File: config.mk
export PLATFORM = sky130hd
export DESIGN_NAME = nibble_wr_slave
export DESIGN_NICKNAME = d
export VERILOG_FILES = /design/src/rtl/nibble_wr_slave.sv
export SDC_FILE = /design/constraint.sdc
export NUM_CORES = 1
export LEC_CHECK = 0
export BUFFER_PORTS_ARGS = -buffer_cell sky130_fd_sc_hd__buf_4
export CORE_MARGIN = 5
export CORE_UTILIZATION = 56
export DETAILED_ROUTE_END_ITERATION = 10
export PLACE_DENSITY_LB_ADDON = 0.2
export SLEW_MARGIN = 40
export SYNTH_ARGS = -nofsm -noshare
export SYNTH_HDL_FRONTEND = slang
export SYNTH_SLANG_ARGS = --single-unit
export TNS_END_PERCENT = 20
File: constraint.sdc
create_clock -name clk -period 2.5 [get_ports clk]
set_input_delay 0.5 -clock clk [delete_from_list [all_inputs] [get_ports clk]]
set_output_delay 0.5 -clock clk [all_outputs]
set_load 0.1 [all_outputs]
File: src/rtl/nibble_wr_slave.sv
module nibble_wr_slave (
  input  logic        clk,
  input  logic        rst_n,
  input  logic        ser_clk,
  input  logic        ser_cs_n,
  input  logic [3:0]  ser_dat,
  output logic        wr_en,
  output logic [13:0] wr_addr,
  output logic [7:0]  wr_data,
  output logic        sync_pulse
);
  localparam int HDR_NIBS = 4;

  logic        sclk_q, cs_q;
  logic [2:0]  hcnt;
  logic        half, is_rd, want_sync, got_byte;
  logic [3:0]  hi_nib;
  logic [13:0] addr;

  wire nib_tick = ser_clk & ~sclk_q & ~ser_cs_n;
  wire in_hdr   = hcnt != 3'(HDR_NIBS);
  wire release_ev = ser_cs_n & ~cs_q;

  always_ff @(posedge clk or negedge rst_n) begin
    if (!rst_n) begin
      sclk_q     <= 1'b0;
      cs_q       <= 1'b1;
      hcnt       <= '0;
      half       <= 1'b0;
      is_rd      <= 1'b0;
      want_sync  <= 1'b0;
      got_byte   <= 1'b0;
      hi_nib     <= '0;
      addr       <= '0;
      wr_en      <= 1'b0;
      wr_addr    <= '0;
      wr_data    <= '0;
      sync_pulse <= 1'b0;
    end else begin
      sclk_q     <= ser_clk;
      cs_q       <= ser_cs_n;
      wr_en      <= 1'b0;
      sync_pulse <= release_ev & want_sync & ~is_rd & got_byte;
      if (ser_cs_n) begin
        hcnt      <= '0;
        half      <= 1'b0;
        is_rd     <= 1'b0;
        want_sync <= 1'b0;
        got_byte  <= 1'b0;
      end else if (nib_tick) begin
        if (in_hdr) begin
          hcnt <= hcnt + 3'd1;
          if (hcnt == 3'd0) begin
            is_rd     <= ser_dat[3];
            want_sync <= ser_dat[2];
            addr      <= {ser_dat[1:0], 12'h000};
          end else begin
            addr[11:0] <= {addr[7:0], ser_dat};
          end
        end else if (!half) begin
          hi_nib <= ser_dat;
          half   <= 1'b1;
        end else begin
          half <= 1'b0;
          if (!is_rd) begin
            wr_en    <= 1'b1;
            wr_addr  <= addr;
            wr_data  <= {hi_nib, ser_dat};
            addr     <= addr - 14'd1;
            got_byte <= 1'b1;
          end
        end
      end
    end
  end
endmodule

==> results_dict.tcl <==
set metrics [dict create \
    gr-total-overflow 0 \
    end_kind "register" \
    cell_internal_pwr_mw 1.15 \
    relSlewSlack 0.574 \
    first_global_vias 1711 \
    fin_skew_ns 0.00590 \
    clk_pin_slew_worst_paths_ns 0.08 \
    vias 1700 \
    critPathSlowestCell "nor3_1" \
    grt_use_met3 0.0561 \
    antenna_found_initial 0 \
    yosys_warnings 0 \
    pre_cts_slack_ns 0.388 \
    die_area_sq_um 5620 \
    setup_ws_ns 0.488 \
    antenna-diode-count 0 \
    post-cts-setup-buffer-count 0 \
    p_leak_nw 1.34 \
    hold_violations 0 \
    clkSinkCount 51 \
    synth.avg_cell_area_sq_um 11.6 \
    drt-total-wl_mm 4.79 \
    cts_hold_buf 0 \
    initial_utilization 0.582 \
    rows 23 \
    powerDensity_nw_per_um2 576 \
    drive_gt1_frac 0.311 \
    crit_type "reg2reg" \
    switching_share 0.269 \
    worstPathMaxFanout 9 \
    rsz0062_at_grt "no" \
    fin_nets 251 \
    crit_chain "inv_1 -> ha_1 -> nand2_1 -> nor3_1 -> mux2_2" \
    min_period_ns 2.01 \
    met2_usage 0.311 \
    yosysTopAreaCell "dfrtp_1" \
    fin_cells 291 \
    start_kind "register" \
    synth_area_sq_um 2360 \
    cts_root_buf "clkbuf_8" \
    post-route-drc-count 0 \
    gp_congestion 0.865 \
    core_sq_um 4060 \
    synthTopCellsByArea "dfrtp_1 (53%), mux2_2 (12%), o21ai_0 (3.0%)" \
    grt_max_degree 52 \
    ctsResizeCount 0 \
    ys_ff_latch 51 \
    r2r_slack_ns 0.49 \
    insertion_delay_ns 0.30 \
    die_w_um 75.0 \
    maxCapViolCount 0 \
    die_y_um 75.0 \
    nFillCells 307 \
    gr-usage-met1 0.257 \
    synth_top_family_by_area "simple AND/OR/NAND/NOR gates" \
    pwr-share-comb 0.132 \
    max-vdd-ir-drop_mv 0.428 \
    areaGrowthSynthToFinish_pct 16.0 \
    ios 32 \
    synth_xor_area_frac 0.00741 \
    setup-tns-final_ns 0 \
    worst_path_largest_cell_delay_ns 0.48 \
    dr.first_iter.drc_count 130 \
    worst-slew-pin-transition_ns 0.639 \
    r2r-end "hi_nib[0]" \
    worstPathArrival_ns 2.20 \
    busiest_layer "met2" \
    wl_per_cell_um 16.5 \
    synth_cell_types 44 \
    crit_buf_inv 1 \
    synth_top_area_share 0.529 \
    ys.flop_type "dfrtp_1" \
    syn_nets 215 \
    layout_commonest_cell "dfrtp_1" \
    r2r_cells 5 \
    synth-compound-area-share 0.130 \
    period_share 0.805 \
    cts_buffers 5 \
    dp_cells 283 \
    worstHoldPathType "in2async" \
    synthAdderAreaFrac 0.0159 \
    mostFrequentLayoutCells "dfrtp_1 (50), buf_4 (37), mux2_2 (25), o21ai_0 (14)" \
    fmax_mhz 497 \
    power_frac_clock 0.301 \
    htree_levels 2 \
    numPortBuffers 31 \
    r2r_start "hcnt[0]" \
    ant_nets 0 \
    switching_power_uw 425 \
    vias_per_cell 5.84 \
    finalSetupViolations 0 \
    crit_family "simple AND/OR/NAND/NOR gates" \
    gr-usage-all-layers 0.194 \
    synth_edf_count 0 \
    cts_tree "built" \
    sequentialPowerShare 0.567 \
    grt_pass1_wl_mm 8.22 \
    clockBufferDepth 2 \
    crit_required_ns 2.69 \
    synthSimpleGateAreaFrac 0.137 \
    synthArstFlopShare 1.00 \
    dpl.hpwl_mm 3.40 \
    status "finished, final reports clean" \
    drv_slew 0 \
    synth_cells 204 \
    firstDrtPassIters 4 \
    seq_area_frac_synth 0.540 \
    synth_mux_area_frac 0.132 \
]
-- state kept, by name, summed over array words and instances (netlist names) --
name	flops
wr_en	1
want_sync	1
cs_q	1
sclk_q	1
got_byte	1
is_rd	1
half	1
wr_addr	14
hi_nib	4
addr	14
sync_pulse	1
hcnt	3
wr_data	8
-- cell families after synthesis --
kind of cell	count (synthesis)
compound gates	47
xor+xnor	2
fa+ha+maj	3
buf+inv	17
flops	51
mux	28
simple gates	56
-- worst reg2reg max path, stage by stage, from the launching register on --
cell	delay (ns)
dfrtp_1	0.38
inv_1	0.09
ha_1	0.34
nand2_1	0.21
nor3_1	0.48
mux2_2	0.40
-- final cells by class --
type	instances	area [sq um]	area share
Sequential cell	51	1280	0.466
Multi-Input combinational cell	136	998	0.364
Timing Repair Buffer	37	278	0.101
Clock buffer	7	86.3	0.0315
Tap cell	50	62.6	0.0228
Inverter	9	33.8	0.0123
Clock inverter	1	5.00	0.00183
-- stage by stage --
| stage | area (sq um) | utilization | hold slack [ns] | power [mW] |
|---|---|---|---|---|
| 6_report | 2740 | 0.676 | 0.217 | 1.58 |
| 5_1_grt | 2740 | 0.676 | 0.256 | 1.67 |
| 4_1_cts | 2740 | 0.676 | 0.232 | 1.59 |
| 3_5_place_dp | 2650 | 0.653 | 0.476 | 1.12 |
| 3_3_place_gp | 2650 | 0.653 | 0.465 | 1.12 |
| 2_1_floorplan | 2360 | - | 0.204 | 1.05 |
-- how the worst max path moves through the flow --
stage / slack [ns] / depth (start not counted) / end / start
6_report: 0.49 / 5 / hi_nib[0] / hcnt[0]
5_1_grt: 0.37 / 5 / hi_nib[0] / hcnt[0]
4_1_cts: 0.50 / 5 / hi_nib[0] / hcnt[0]
3_5_place_dp: 0.39 / 4 / hi_nib[0] / ser_cs_n
3_3_place_gp: 0.44 / 4 / hi_nib[0] / ser_cs_n
2_1_floorplan: 0.49 / 5 / wr_addr[5] / ser_cs_n
-- power by group through the flow --
stage	registers (mW)	logic [mW]	clock network, mW
detailed placement	0.911	0.208	0
global placement	0.909	0.207	0
global route	0.900	0.232	0.533
finish	0.895	0.209	0.475
CTS	0.894	0.209	0.490
floorplan	0.915	0.130	0
-- routing by layer --
metal	routed length (um)	vias up
li1	-	815
met1	2110	820
met2	2320	55
met3	286	10
met4	76	0
met5	0	-
-- Yosys cell counts (3+ instances only) --
cell	count
a32oi_1	3
a22oi_1	4
nor2b_1	4
mux2_2	25
dfrtp_1	50
o211ai_1	5
a22o_1	3
clkbuf_1	4
o21ai_0	14
inv_1	8
ha_1	3
nor2_1	13
a31oi_1	3
nand2_1	13
and2_1	3
buf_6	3
nor3_1	4
a21oi_1	9
and3_1	3
Note: power is estimated with default switching activity, not from simulation.
